$ cat config.mk
export PLATFORM = sky130hd
export DESIGN_NAME = pwr_seq_top
export DESIGN_NICKNAME = d
export VERILOG_FILES = /design/src/rtl/pwr_seq_pkg.sv /design/src/rtl/pwr_seq_regs.sv /design/src/rtl/pwr_seq_step_timer.sv /design/src/rtl/pwr_seq_fsm.sv /design/src/rtl/pwr_seq_top.sv
export SDC_FILE = /design/constraint.sdc
export NUM_CORES = 1
export LEC_CHECK = 0
export ABC_AREA = 1
export BUFFER_PORTS_ARGS = -buffer_cell sky130_fd_sc_hd__buf_2
export CAP_MARGIN = 20
export CELL_PAD_IN_SITES_DETAIL_PLACEMENT = 0
export CELL_PAD_IN_SITES_GLOBAL_PLACEMENT = 1
export CORE_MARGIN = 2
export CORE_UTILIZATION = 43
export DETAILED_ROUTE_END_ITERATION = 10
export PLACE_DENSITY_LB_ADDON = 0.1
export SLEW_MARGIN = 10
export SYNTH_ARGS = -nofsm -noshare
export SYNTH_HDL_FRONTEND = slang
export SYNTH_SLANG_ARGS = --single-unit
$ cat constraint.sdc
create_clock -name clk -period 4.45 [get_ports clk]
set_input_delay 0.6675 -clock clk [delete_from_list [all_inputs] [get_ports clk]]
set_output_delay 0.6675 -clock clk [all_outputs]
set_load 0.03 [all_outputs]
$ cat src/rtl/pwr_seq_pkg.sv
package pwr_seq_pkg;

  typedef enum logic [2:0] {
    ST_RESET         = 3'd0,
    ST_MGMT_CLK      = 3'd1,
    ST_CONFIG        = 3'd2,
    ST_USER_FULL     = 3'd3,
    ST_USER_RUN_WAIT = 3'd4,
    ST_RUNNING       = 3'd5,
    ST_LOW_POWER     = 3'd6,
    ST_ERROR         = 3'd7
  } pseq_state_e;

  typedef enum logic [1:0] {
    STEP_DLL_FULL = 2'd0,
    STEP_PAD      = 2'd1,
    STEP_UCLK     = 2'd2,
    STEP_DLL_LOW  = 2'd3
  } pseq_step_e;

  localparam logic [1:0] MSG_LOW  = 2'b01;
  localparam logic [1:0] MSG_FULL = 2'b10;

  localparam logic [1:0] ADDR_MBOX   = 2'd0;
  localparam logic [1:0] ADDR_LIMIT  = 2'd1;
  localparam logic [1:0] ADDR_STATUS = 2'd2;

endpackage

$ cat src/rtl/pwr_seq_regs.sv
module pwr_seq_regs
  import pwr_seq_pkg::*;
#(
  parameter int DW      = 8,
  parameter int TMO_W   = 8,
  parameter int TMO_DEF = 16
) (
  input  logic             clk,
  input  logic             rst,
  input  logic             wr,
  input  logic [1:0]       addr,
  input  logic [DW-1:0]    wdata,
  input  logic             consume,
  input  logic [DW-1:0]    status,
  output logic [1:0]       code,
  output logic             pend,
  output logic [TMO_W-1:0] limit,
  output logic [DW-1:0]    rdata
);

  logic code_ok;

  assign code_ok = (wdata == DW'(MSG_LOW)) || (wdata == DW'(MSG_FULL));

  always_ff @(posedge clk) begin
    if (rst) begin
      code  <= 2'b00;
      pend  <= 1'b0;
      limit <= TMO_W'(TMO_DEF);
    end else begin
      if (wr && addr == ADDR_MBOX && code_ok) begin
        code <= wdata[1:0];
        pend <= 1'b1;
      end else if (consume) begin
        pend <= 1'b0;
      end
      if (wr && addr == ADDR_LIMIT) begin
        limit <= wdata[TMO_W-1:0];
      end
    end
  end

  always_ff @(posedge clk) begin
    if (rst) begin
      rdata <= '0;
    end else begin
      unique case (addr)
        ADDR_MBOX:   rdata <= DW'(code);
        ADDR_LIMIT:  rdata <= DW'(limit);
        ADDR_STATUS: rdata <= status;
        default:     rdata <= '0;
      endcase
    end
  end

endmodule

$ cat src/rtl/pwr_seq_step_timer.sv
module pwr_seq_step_timer #(
  parameter int TMO_W = 8
) (
  input  logic             clk,
  input  logic             rst,
  input  logic             req,
  input  logic             ack,
  input  logic [TMO_W-1:0] limit,
  output logic             expire
);

  logic [TMO_W-1:0] cnt;

  always_ff @(posedge clk) begin
    if (rst || !req || ack) begin
      cnt <= '0;
    end else if (cnt != {TMO_W{1'b1}}) begin
      cnt <= cnt + 1'b1;
    end
  end

  assign expire = req && !ack && (cnt >= limit);

endmodule

$ cat src/rtl/pwr_seq_fsm.sv
module pwr_seq_fsm
  import pwr_seq_pkg::*;
#(
  parameter int RST_HOLD = 4
) (
  input  logic        clk,
  input  logic        rst,
  input  logic        mb_pend,
  input  logic [1:0]  mb_code,
  input  logic        expire,
  input  logic        step_ack,
  input  logic        user_run_ok,
  output logic        consume,
  output pseq_state_e state,
  output logic        mgmt_clk_en,
  output logic        mgmt_rst,
  output logic        user_rst,
  output logic        step_req,
  output logic [1:0]  step_sel,
  output logic        dll_full,
  output logic        run_ok_ack,
  output logic        cgen_pwr_en,
  output logic        reply_valid,
  output logic [1:0]  reply_code,
  output logic        fault
);

  localparam int HW = (RST_HOLD > 1) ? $clog2(RST_HOLD) : 1;
  localparam logic [HW-1:0] HOLD_LAST = HW'(RST_HOLD - 1);

  logic [HW-1:0] hold_q;
  pseq_step_e    sel_q;

  assign step_sel = sel_q;
  assign consume  = mb_pend && !step_req &&
                    (state == ST_RUNNING || state == ST_LOW_POWER);

  always_ff @(posedge clk) begin
    if (rst) begin
      state       <= ST_RESET;
      hold_q      <= '0;
      sel_q       <= STEP_DLL_FULL;
      mgmt_clk_en <= 1'b0;
      mgmt_rst    <= 1'b1;
      user_rst    <= 1'b1;
      step_req    <= 1'b0;
      dll_full    <= 1'b0;
      run_ok_ack  <= 1'b0;
      cgen_pwr_en <= 1'b1;
      reply_valid <= 1'b0;
      reply_code  <= 2'b00;
      fault       <= 1'b0;
    end else begin
      reply_valid <= 1'b0;
      unique case (state)
        ST_RESET: begin
          mgmt_clk_en <= 1'b1;
          state       <= ST_MGMT_CLK;
        end
        ST_MGMT_CLK: begin
          if (hold_q == HOLD_LAST) begin
            mgmt_rst <= 1'b0;
            step_req <= 1'b1;
            sel_q    <= STEP_DLL_FULL;
            state    <= ST_CONFIG;
          end else begin
            hold_q <= hold_q + 1'b1;
          end
        end
        ST_CONFIG: begin
          if (expire) begin
            step_req <= 1'b0;
            fault    <= 1'b1;
            state    <= ST_ERROR;
          end else if (step_ack) begin
            if (sel_q == STEP_DLL_FULL) begin
              dll_full <= 1'b1;
              sel_q    <= STEP_PAD;
            end else begin
              sel_q <= STEP_UCLK;
              state <= ST_USER_FULL;
            end
          end
        end
        ST_USER_FULL: begin
          if (expire) begin
            step_req <= 1'b0;
            fault    <= 1'b1;
            state    <= ST_ERROR;
          end else if (step_ack) begin
            step_req <= 1'b0;
            user_rst <= 1'b0;
            state    <= ST_USER_RUN_WAIT;
          end
        end
        ST_USER_RUN_WAIT: begin
          if (run_ok_ack) begin
            cgen_pwr_en <= 1'b0;
            state       <= ST_RUNNING;
          end else if (user_run_ok) begin
            run_ok_ack <= 1'b1;
          end
        end
        ST_RUNNING: begin
          if (step_req) begin
            if (expire) begin
              step_req <= 1'b0;
              fault    <= 1'b1;
              state    <= ST_ERROR;
            end else if (step_ack) begin
              step_req    <= 1'b0;
              dll_full    <= 1'b0;
              state       <= ST_LOW_POWER;
              reply_valid <= 1'b1;
              reply_code  <= MSG_LOW;
            end
          end else if (mb_pend) begin
            if (mb_code == MSG_LOW) begin
              step_req <= 1'b1;
              sel_q    <= STEP_DLL_LOW;
            end else begin
              reply_valid <= 1'b1;
              reply_code  <= MSG_FULL;
            end
          end
        end
        ST_LOW_POWER: begin
          if (step_req) begin
            if (expire) begin
              step_req <= 1'b0;
              fault    <= 1'b1;
              state    <= ST_ERROR;
            end else if (step_ack) begin
              step_req    <= 1'b0;
              dll_full    <= 1'b1;
              state       <= ST_RUNNING;
              reply_valid <= 1'b1;
              reply_code  <= MSG_FULL;
            end
          end else if (mb_pend) begin
            if (mb_code == MSG_FULL) begin
              step_req <= 1'b1;
              sel_q    <= STEP_DLL_FULL;
            end else begin
              reply_valid <= 1'b1;
              reply_code  <= MSG_LOW;
            end
          end
        end
        ST_ERROR: begin
          step_req <= 1'b0;
          fault    <= 1'b1;
        end
        default: state <= ST_ERROR;
      endcase
    end
  end

endmodule

$ cat src/rtl/pwr_seq_top.sv
module pwr_seq_top
  import pwr_seq_pkg::*;
#(
  parameter int DW       = 8,
  parameter int TMO_W    = 8,
  parameter int TMO_DEF  = 16,
  parameter int RST_HOLD = 4
) (
  input  logic          clk,
  input  logic          rst,
  input  logic          reg_wr,
  input  logic [1:0]    reg_addr,
  input  logic [DW-1:0] reg_wdata,
  output logic [DW-1:0] reg_rdata,
  output logic          mbox_irq,
  output logic          mgmt_clk_en,
  output logic          mgmt_rst,
  output logic          user_rst,
  output logic          step_req,
  output logic [1:0]    step_sel,
  input  logic          step_ack,
  output logic          dll_full,
  input  logic          user_run_ok,
  output logic          run_ok_ack,
  output logic          cgen_pwr_en,
  output logic          reply_valid,
  output logic [1:0]    reply_code,
  output logic          fault
);

  logic             consume;
  logic [1:0]       mb_code;
  logic [TMO_W-1:0] limit;
  logic             expire;
  pseq_state_e      state;
  logic [DW-1:0]    status;

  assign status = DW'({fault, cgen_pwr_en, dll_full, mbox_irq, 1'b0, state});

  pwr_seq_regs #(.DW(DW), .TMO_W(TMO_W), .TMO_DEF(TMO_DEF)) i_regs (
    .clk(clk), .rst(rst), .wr(reg_wr), .addr(reg_addr), .wdata(reg_wdata),
    .consume(consume), .status(status), .code(mb_code), .pend(mbox_irq),
    .limit(limit), .rdata(reg_rdata)
  );

  pwr_seq_step_timer #(.TMO_W(TMO_W)) i_timer (
    .clk(clk), .rst(rst), .req(step_req), .ack(step_ack),
    .limit(limit), .expire(expire)
  );

  pwr_seq_fsm #(.RST_HOLD(RST_HOLD)) i_fsm (
    .clk(clk), .rst(rst), .mb_pend(mbox_irq), .mb_code(mb_code),
    .expire(expire), .step_ack(step_ack), .user_run_ok(user_run_ok),
    .consume(consume), .state(state), .mgmt_clk_en(mgmt_clk_en),
    .mgmt_rst(mgmt_rst), .user_rst(user_rst), .step_req(step_req),
    .step_sel(step_sel), .dll_full(dll_full), .run_ok_ack(run_ok_ack),
    .cgen_pwr_en(cgen_pwr_en), .reply_valid(reply_valid),
    .reply_code(reply_code), .fault(fault)
  );

endmodule

# Word-level counts from Yosys, hierarchy flattened
# Cells that the tools add are included.
[classes] mux=75 reduce_logical=35 n_bitwise=2 order_cmp=1 eq_ne=47 shifts=0 multipliers=0 div_mod_pow=0 n_addsub=2
[ops] operator="2-bit two-way mux" n=20
[ops] operator="3-bit two-way mux" n=13
[ops] operator="1-bit two-way mux" n=34
[ops] operator="10-bit AND reduction" n=3
[ops] operator="3-bit inequality test, second input constant" n=9
[ops] operator="2-bit inequality test, second input constant" n=13
[ops] operator="8-bit one-hot mux with 3 select lines" n=1
[ops] operator="3-bit one-hot mux with 7 select lines" n=1
[ops] operator="3-bit == test, second input constant" n=4
[ops] operator="2-bit by 1-bit inequality test with 1-bit output, second input constant" n=6
[ops] operator="3-bit by 2-bit inequality test with 1-bit output, second input constant" n=4
[ops] operator="9-bit AND reduction" n=1
[ops] operator="8-bit by 1-bit adder with 8-bit output, second input constant" n=1
[ops] operator="8-bit by 1-bit == test with 1-bit output, second input constant" n=1
[ops] operator="8-bit by 2-bit == test with 1-bit output, second input constant" n=1
[ops] operator="8-bit >= comparator" n=1
[ops] operator="8-bit inequality test, second input constant" n=1
[ops] operator="2-bit one-hot mux with 4 select lines" n=1
[ops] operator="2-bit AND reduction" n=4
[ops] operator="1-bit logical AND" n=7
[ops] operator="7-bit nonzero test" n=1
[ops] operator="2-bit == test, second input constant" n=3
[ops] operator="3-bit by 2-bit == test with 1-bit output, second input constant" n=2
[ops] operator="1-bit one-hot mux with 3 select lines" n=2
[ops] operator="other kinds (18)" n=28
[totals] reg_bits=45 romBits=0 mem_bits_rw=0 inputBits=15 latchBits=0 memories=0

# Longest topological paths before layout
# Gate-level depths: netlist of run 1.
[logic_depth] word_depth=6 depth_mapped=15

# By module
# A second synthesis of run 1 with hierarchy kept.
[unflattened] hier_cells=384 area_unflattened_um2=2543.7
[by_module_without_submodules] module="pwr_seq_fsm" seq_area_each_um2=360.3 cells_per_inst=181 area_per_inst_um2=1133.6 n_inst=1
[by_module_without_submodules] module="pwr_seq_regs" seq_area_each_um2=380.4 cells_per_inst=113 area_per_inst_um2=780.7 n_inst=1
[by_module_without_submodules] module="pwr_seq_step_timer" seq_area_each_um2=160.2 cells_per_inst=89 area_per_inst_um2=625.6 n_inst=1
[by_module_without_submodules] module="pwr_seq_top" seq_area_each_um2=0.0 cells_per_inst=1 area_per_inst_um2=3.8 n_inst=1

# Worst setup path before layout of run 1
# OpenSTA, ideal clock, no wires.
[synth_timing] path_type="reg-to-reg" start="reg i_regs.limit[7]" end="reg i_fsm.state[1]" period_less_slack_ps=1724 path_stages_with_launch=12 required_ps=4337 n_path_buf=0 t_arrival_ps=1611 path_slack_ps=2726 setup_ps=113 cell_sequence="dfxtp_1 > inv_1 > ha_1 > nand2_1 > nor2_1 > nand4_1 > nand3_1 > nand2_1 > a21oi_1 > nand3_2 > nor2_1 > nor2_1"
[synth_between] elab_chain_cells=5 word_cells_on_any_way=15 classes_between="order compare (1); eq/ne (5); mux (7); reduce/logical (2)"
[synth_rtl] item="start, declared" line="pwr_seq_regs.sv:17" source="output logic [TMO_W-1:0] limit,"
[synth_rtl] item="start signal, assigned" line="pwr_seq_regs.sv:29" source="limit <= TMO_W'(TMO_DEF);"
[synth_rtl] item="start signal, assigned" line="pwr_seq_regs.sv:38" source="limit <= wdata[TMO_W-1:0];"
[synth_rtl] item="8-bit >= comparator *" line="pwr_seq_step_timer.sv:22" source="assign expire = req && !ack && (cnt >= limit);"
[synth_rtl] item="1-bit logical AND *" line="pwr_seq_step_timer.sv:22"
[synth_rtl] item="3-bit two-way mux (on tied branches)" line="pwr_seq_fsm.sv:129, pwr_seq_fsm.sv:106"
[synth_rtl] item="3-bit two-way mux (on tied branches)" line="pwr_seq_fsm.sv:128, pwr_seq_fsm.sv:105"
[synth_rtl] item="3-bit one-hot mux with 7 select lines" line="pwr_seq_fsm.sv:55" source="unique case (state)"
[synth_rtl] item="end signal, assigned" line="pwr_seq_fsm.sv:58" source="state <= ST_MGMT_CLK;"
[synth_rtl] item="end signal, assigned" line="pwr_seq_fsm.sv:132" source="state <= ST_ERROR;"
[synth_rtl] item="end signal, assigned" line="pwr_seq_fsm.sv:136" source="state <= ST_RUNNING;"
[synth_rtl] item="end, declared" line="pwr_seq_fsm.sv:14" source="output pseq_state_e state,"
# Mark *: on every way between the ends. The rest lies on a longest branch, timed or not. The select of a mux whose other input is x is not followed.
# A chain may end at the register's enable or synchronous reset.

# Worst setup path after layout of run 1
[layout_timing] start="reg i_regs.limit[7]" end="reg i_fsm.state[2]"
# The elaborated chain is that of the path after synthesis.

==> summary.txt, run 1 <==
Status
  – Run status: completed

Drt
  – Post-route DRC: 0
  – Wire length per cell after detailed routing: 12.6 µm
  – Antenna Violating Nets Remaining: 0
  – Starting DRC count in detailed routing: approximately 140
  – Vias after detailed routing: ~2,200
  – Iteration count of the initial detailed-routing pass: 4
  – Average via count per standard cell: roughly 5
  – Sum of routed wire length over all layers: approximately 5400 µm

Synthesis
  – Syn avg cell area: about 7.3 µm²
  – Count of state elements after synthesis: 45
  – Simple-gate portion of the synthesized area: around 25%
  – Gate Count Post-Synth: about 320
  – Complex-gate fraction of the synthesized area: between 10% and 20%
  – Syn Nets: between 300 and 400
  – Warnings from Yosys: 0
  – Dominant combinational cell family by area after synthesis: simple AND/OR/NAND/NOR gates
  – Adder-cell share of the synthesized area: under 10%
  – Parity-gate share of the synthesized area counting xor and xnor cells: less than 1%
  – Netlist Area Pre-Place: 2330 µm²
  – Mux share of post-synthesis cell area: 0%
  – Count of cell types in the netlist: 38
  – Share of the yosys chip area belonging to registers: between 30% and 40%

Clock tree
  – Worst-Skew Late Latency: about 0.3 ns
  – CTS Buf Count: 5
  – Buffer type at the clock tree root: sky130_fd_sc_hd__clkbuf_8
  – Number of clock sinks: between 40 and 50
  – PostCTS Resize Cnt: 0
  – Cts-stage hold buffer count: 0
  – H-tree Lvls: 2
  – TritonCTS clock tree: yes
  – Clock slew at reported path FFs: 0.08 ns
  – Clock Tree Buf Depth: 2
  – Buffers inserted during post-CTS setup optimization: 0

STA
  – Hold Fails Final Rpt: 0
  – Fin Clk Skew: 0.00531 ns
  – Setup repair after global routing missed its margin: no
  – Min Clock Period, post-route: between 1.5 and 2 ns
  – Max Fclk: 0.505 GHz
  – Measured slew at the worst slew-check pin: between 0.7 and 0.8 ns
  – Fin crit share: between 40% and 50%
  – Hold slack: approximately 0.45 ns
  – Setup TNS Final: 0 ns
  – Max_slew headroom: around 48%
  – Number of pins exceeding their max-slew limit in the final report: 0
  – Slack of the critical path: between 2 and 2.5 ns
  – Total of endpoints with negative setup slack in the final report: 0

Finish
  – Leading cell type in the layout, fill and taps excluded: sky130_fd_sc_hd__nand2_1
  – Final cell count without fillers: between 400 and 500
  – Final instance area: roughly 2700 µm²
  – Syn-to-layout area delta: 15.5%
  – Layout cells sized above 1: a little under a fifth
  – Number of nets in the layout: 388
  – Highest-count cells in the layout ignoring fill and taps: sky130_fd_sc_hd__nand2_1 (54), sky130_fd_sc_hd__dfxtp_1 (45), sky130_fd_sc_hd__inv_1 (44)
  – Diode insertion count for antenna repair: 0

Min path
  – Hold_sp: i_fsm.mgmt_rst
  – Class of the tightest hold or removal check: reg -> reg
  – Sink of the worst hold path: i_fsm.mgmt_rst
  – Hold Path Stages: 2

Critical path
  – Type of origin of the critical path: flip-flop
  – R2R Path Start: i_regs.limit[7]
  – Most common cell on crit path: sky130_fd_sc_hd__nand2_1
  – Type of element capturing the critical path: flip-flop
  – Slowest stage cell on the critical path: sky130_fd_sc_hd__dfxtp_1
  – Slowest cell delay on critical path: roughly 0.34 ns
  – Sequence of cells on the critical path: inv_1, ha_1, nand2_1, nor2_1, nand4_1, nand3_1, nand2_1, a21oi_1, nand3_2, nand2_1, nand2_1, nor2_1
  – Cell count of the worst reg-to-reg path: 12
  – Register-to-register setup slack: between 2 and 2.5 ns
  – Required time of the critical path: 4.69 ns
  – Critical Setup Path Class: reg -> reg
  – Worst r2r dst: i_fsm.state[2]
  – Crit path max fanout: 7
  – Signal arrival time at the worst endpoint: around 2.2 ns

Place
  – HPWL after detailed placement: 4050 µm
  – Buffers on Ports: 36
  – Routability-driven placement congestion ratio: 0.889
  – Pre-CTS setup slack: between 2 and 2.5 ns
  – Cells after DPL: approximately 420
  – Placed cell areas: about 2600 µm²

Die
  – Floorplan Core Area: 5170 µm²
  – Core Rows: 26
  – Die Footprint: approximately 6000 µm²
  – Chip width: 77.6 µm
  – Number of primary I/O pins: 37
  – Initial core utilization: a little under half
  – Vertical die dimension: approximately 78 µm

Power and ir drop
  – Proportion of total power due to net switching: about two fifths
  – Total net switching power: about 0.00051 W
  – Part of the power in registers: between 30% and 40%
  – Comb pwr share: 35.9%
  – Cell area power density: 482 nW/µm²
  – Static leakage: around 1.2 nW
  – Worst-case vdd ir drop: between 0.3 and 0.4 mV
  – Design internal power: between 0.0007 and 0.0008 W
  – Clock share of power: 25.0%

GRT
  – Maximum number of pins on one net before global-route repair: 27
  – Vias in the first global route: just under 2,000
  – GRT Residual Overflow: 0
  – Wire length of the first global-routing pass: 9050 µm
  – Overall Global Routing Usage: about a fifth
  – Antenna violations before repair: 0

Flow run
  – Max-capacitance violation count: 0
## state kept, by name, indices dropped and copies added, names as in the netlist
name and cells:
i_fsm.cgen_pwr_en 1, i_fsm.dll_full 1, i_fsm.fault 1, i_fsm.hold_q 2, i_fsm.mgmt_clk_en 1, i_fsm.mgmt_rst 1
i_fsm.reply_code 2, i_fsm.reply_valid 1, i_fsm.run_ok_ack 1, i_fsm.state 3, i_fsm.step_req 1, i_fsm.step_sel 2
i_fsm.user_rst 1, i_regs.code 2, i_regs.limit 8, i_regs.pend 1, i_regs.rdata 8, i_timer.cnt 8
## worst max-delay path: cells and delay by family (launching register included)
family / cells / cell delay, ns
AND/OR/NAND/NOR: 9 / 1.01
flip-flops: 1 / 0.34
adder cells (fa/ha/maj): 1 / 0.29
AO/OA/AOI/OAI: 1 / 0.24
buffers and inverters: 1 / 0.06
## cell families after synthesis
kind of cell,count (synthesis)
xor+xnor,2
simple gates,125
compound gates,80
buf+inv,56
fa+ha+maj,13
flops,45
## metal layers
layer | vias to the layer above | track usage [%] | routed length [µm]
met5 | - | 0 | 0
met2 | 61 | 30.0 | 2390
met3 | 4 | 4.42 | 257
met1 | 962 | 25.0 | 2720
li1 | 1132 | - | -
met4 | 0 | 6.43 | 46
## power groups by stage
stage / registers, W / clock network (W) / logic, W
CTS: 0.000506 / 0.000332 / 0.000465
detailed placement: 0.000516 / 0 / 0.000459
global route: 0.000514 / 0.000350 / 0.000528
floorplan: 0.000562 / 0 / 0.000299
global placement: 0.000516 / 0 / 0.000459
finish: 0.000506 / 0.000325 / 0.000466
## Yosys cell counts
library cell / number / area share [%]
sky130_fd_sc_hd__nand2_1: 54 / 8.7
sky130_fd_sc_hd__dfxtp_1: 45 / 39
sky130_fd_sc_hd__inv_1: 44 / 7.1
sky130_fd_sc_hd__nor2_1: 37 / 6.0
sky130_fd_sc_hd__a21oi_1: 32 / 6.9
sky130_fd_sc_hd__o21ai_0: 28 / 6.0
sky130_fd_sc_hd__ha_1: 13 / 7.0
sky130_fd_sc_hd__nand3_1: 10 / 2.1
sky130_fd_sc_hd__nor3_1: 8 / 1.7
sky130_fd_sc_hd__inv_2: 6 / 0.97
sky130_fd_sc_hd__o21ai_1: 4 / 0.86
sky130_fd_sc_hd__a21oi_2: 3 / 1.1
sky130_fd_sc_hd__nand2_4: 3 / 1.4
sky130_fd_sc_hd__nand4_1: 3 / 0.81
sky130_fd_sc_hd__o211ai_1: 3 / 0.97
sky130_fd_sc_hd__a31oi_1: 2 / 0.54
sky130_fd_sc_hd__buf_1: 2 / 0.32
sky130_fd_sc_hd__inv_4: 2 / 0.54
sky130_fd_sc_hd__nor2_2: 2 / 0.54
sky130_fd_sc_hd__o21ai_2: 2 / 0.75
sky130_fd_sc_hd__a211oi_2: 1 / 0.54
sky130_fd_sc_hd__a21o_1: 1 / 0.32
sky130_fd_sc_hd__a22oi_1: 1 / 0.32
sky130_fd_sc_hd__buf_6: 1 / 0.48
sky130_fd_sc_hd__clkbuf_1: 1 / 0.16
sky130_fd_sc_hd__nand2_2: 1 / 0.27
sky130_fd_sc_hd__nand3_2: 1 / 0.43
sky130_fd_sc_hd__nand3b_1: 1 / 0.32
sky130_fd_sc_hd__nor2_4: 1 / 0.48
sky130_fd_sc_hd__nor2_8: 1 / 0.86
sky130_fd_sc_hd__nor3_2: 1 / 0.43
sky130_fd_sc_hd__nor3b_1: 1 / 0.32
sky130_fd_sc_hd__nor4_1: 1 / 0.27
sky130_fd_sc_hd__o211a_1: 1 / 0.43
sky130_fd_sc_hd__o221ai_1: 1 / 0.38
sky130_fd_sc_hd__o22ai_1: 1 / 0.27
sky130_fd_sc_hd__xnor2_1: 1 / 0.38
sky130_fd_sc_hd__xor2_1: 1 / 0.38
## cell type report
class                      count  area, µm²
fill                         517       2480
timing repair buffer          36        180
clock inverter                 1       30.0
sequential                    45        901
multi-input combinational    220       1210
tap                           70       87.6
inverter                      52        200
clock buffer                   7       86.3
## worst max-delay path by stage
stage / cells after the start / to / startpoint / slack, ns
final: 12 / i_fsm.state[2] / i_regs.limit[7] / 2.47
after CTS: 12 / i_fsm.state[2] / i_regs.limit[7] / 2.46
after global routing: 12 / i_fsm.state[0] / i_regs.limit[7] / 2.19
after detailed placement: 8 / i_regs.limit[6] / reg_addr[0] / 2.46
after global placement: 8 / i_regs.limit[7] / reg_addr[0] / 2.39
after floorplan: 11 / i_fsm.state[1] / i_regs.limit[7] / 2.73
## metrics by stage
stage          total power (W)  utilization (%)
2_1_floorplan         0.000862                -
6_report               0.00130             52.1
4_1_cts                0.00130             52.1
3_3_place_gp          0.000974             49.8
5_1_grt                0.00139             52.1
3_5_place_dp          0.000974             49.8
Power figures use the tool's default switching activity.
==> run 2: changes to the inputs <==
- CORE_UTILIZATION: 43 -> 36
- clock period: 4.45 -> 1.7 ns (I/O delays scaled with it)
==> run 2 against run 1 <==
  * The flow now finishes with violations (negative setup slack)
  * Final area is 20% higher
  * Hold slack worse by 0.25 ns
  * Clock skew is 0.0036 ns higher
  * Critical path type unchanged
==> summary.txt, run 2 (synthesis gave the netlist of run 1 again) <==
Critical path
  – Critical Setup Path Class: reg -> reg
  – Required time of the critical path: ~2.0 ns
  – Register-to-register setup slack: -0.05 ns
  – Type of element capturing the critical path: flip-flop
  – Crit path max fanout: 6
  – Type of origin of the critical path: flip-flop
  – Signal arrival time at the worst endpoint: 2.00 ns

Finish
  – Highest-count cells in the layout ignoring fill and taps: sky130_fd_sc_hd__nand2_1 (48), sky130_fd_sc_hd__buf_4 (44), sky130_fd_sc_hd__inv_1 (40)
  – Util after Layout: between 50% and 60%
  – Number of nets in the layout: ~430
  – Leading cell type in the layout, fill and taps excluded: sky130_fd_sc_hd__nand2_1
  – Layout cells sized above 1: between 30% and 40%
  – Diode insertion count for antenna repair: 0
  – Largest registers: i_regs.limit x8, i_regs.rdata x8, i_timer.cnt x8
  – Syn-to-layout area delta: 38.8%

Min path
  – Class of the tightest hold or removal check: in -> reg

STA
  – Max_slew headroom: 71.2%
  – Total of endpoints with negative setup slack in the final report: 3
  – Setup repair after global routing missed its margin: yes
  – Fin Clk Skew: between 0.008 and 0.009 ns
  – Hold slack: roughly 0.19 ns
  – Fin crit share: 103%
  – Number of pins exceeding their max-slew limit in the final report: 0
  – Measured slew at the worst slew-check pin: ~0.43 ns
  – Min Clock Period, post-route: around 1.8 ns
  – Slack of the critical path: -0.0530 ns
  – Max Fclk: ~0.57 GHz
  – Hold Fails Final Rpt: 0

Power and ir drop
  – Worst-case vdd ir drop: approximately 0.67 mV
  – Cell area power density: around 1200 nW/µm²
  – Static leakage: 1.52 nW
  – Tot Pwr: between 0.003 and 0.004 W

Drt
  – Post-route DRC: 0
  – Average via count per standard cell: ~4.8
  – Vias after detailed routing: roughly 2,300
  – Sum of routed wire length over all layers: around 6000 µm
  – Iteration count of the initial detailed-routing pass: 4
  – Antenna Violating Nets Remaining: 0
  – Wire length per cell after detailed routing: between 10 and 15 µm
  – Starting DRC count in detailed routing: 83

Flow run
  – Max-capacitance violation count: 0

GRT
  – Maximum number of pins on one net before global-route repair: 27
  – GRT Residual Overflow: 0
  – Overall Global Routing Usage: 17.6%
  – Antenna violations before repair: 0
  – Wire length of the first global-routing pass: ~10,000 µm
  – Met1 capacity usage during global routing: about a quarter
  – Met2 Resource Use GR: 27.1%
  – Vias in the first global route: about 2,100
  – Grt met3 use: 3.83%
  – Global-route layer with the greatest usage: met2

Status
  – Run status: finished, violations left
  – Violations in the final reports: negative setup slack

Place
  – HPWL after detailed placement: ~4500 µm
  – Buffers on Ports: 36
  – Routability-driven placement congestion ratio: about 0.85

Die
  – Chip width: ~84 µm
  – Die Footprint: 7130 µm²
  – Vertical die dimension: between 80 and 90 µm
  – Floorplan Core Area: roughly 6300 µm²
  – Initial core utilization: between 30% and 40%
  – Number of primary I/O pins: 37
  – Core Rows: 29

Clock tree
  – Clock Tree Buf Depth: 2
  – Buffer type at the clock tree root: sky130_fd_sc_hd__clkbuf_8
  – Worst-Skew Late Latency: 0.30 ns
  – Cts-stage hold buffer count: 0
  – Number of clock sinks: 45
  – CTS Buf Count: 5
  – TritonCTS clock tree: yes
  – H-tree Lvls: 2
  – Clock slew at reported path FFs: around 0.090 ns
run 2: cell types whose count changed in the layout (fill, tap and decap cells not counted), moves of 5 or more:
cell,previous run,this run
sky130_fd_sc_hd__dfxtp_2,0,8
sky130_fd_sc_hd__buf_4,0,44
sky130_fd_sc_hd__nand2_1,54,48
sky130_fd_sc_hd__ha_4,0,5
sky130_fd_sc_hd__ha_1,13,7
sky130_fd_sc_hd__dfxtp_1,45,37
run 2: path summary, 6_finish.rpt:
check | startpoint | to | cells past startpoint
worst max-delay path | i_regs.limit[7] | i_fsm.state[2] | 11
worst min-delay path | user_run_ok | i_fsm.run_ok_ack | 3
worst max register to register | i_regs.limit[7] | i_fsm.state[2] | 11
worst min register to register | i_fsm.mgmt_rst | i_fsm.mgmt_rst | 2
run 2: where the power goes:
group,internal (W),total (W),switching (W)
Clock,0.000480,0.000850,0.000371
Combinational,0.000658,0.00168,0.00102
Sequential,0.00119,0.00130,0.000102
run 2: metal layers:
metal  wire (µm)  part of all wire, %
met5           0                    0
met4          70                  1.2
met3         256                  4.2
met2        2710                   45
met1        3040                   50
run 2: worst max-delay path: stages, from the launching register on:
cell                      delay [ns]
sky130_fd_sc_hd__dfxtp_2        0.34
sky130_fd_sc_hd__inv_2          0.05
sky130_fd_sc_hd__ha_4           0.27
sky130_fd_sc_hd__nand2_4        0.05
sky130_fd_sc_hd__nor2_4         0.10
sky130_fd_sc_hd__nand4_1        0.10
sky130_fd_sc_hd__nand3_2        0.12
sky130_fd_sc_hd__nand2_4        0.10
sky130_fd_sc_hd__buf_4          0.16
sky130_fd_sc_hd__o21ai_0        0.24
sky130_fd_sc_hd__nor2_2         0.07
sky130_fd_sc_hd__nor2_1         0.10
run 2: cell type report:
class / instances / area [µm²]
repair buffers: 80 / 510
clock inverters: 1 / 30.0
inverters: 52 / 203
fillers: 646 / 3080
clock buffers: 7 / 86.3
well taps: 77 / 96.3
multi-input cells: 220 / 1400
flip-flops and latches: 45 / 911
run 2: per-stage QoR:
stage,TNS (ns),std cells,cell area [µm²],setup slack [ns]
2_1_floorplan,0,321,2330,0.0163
3_3_place_gp,-0.567,464,2840,-0.143
3_5_place_dp,-0.916,464,2840,-0.216
4_1_cts,-0.0524,473,3070,-0.0264
5_1_grt,-0.774,482,3230,-0.202
6_report,-0.0836,482,3230,-0.0530
run 2: what timing repair did:
item	4_1_cts	5_1_grt
resized for setup	26	24
setup buffers	1	9
pin swaps	16	18
setup endpoints to repair	6	15
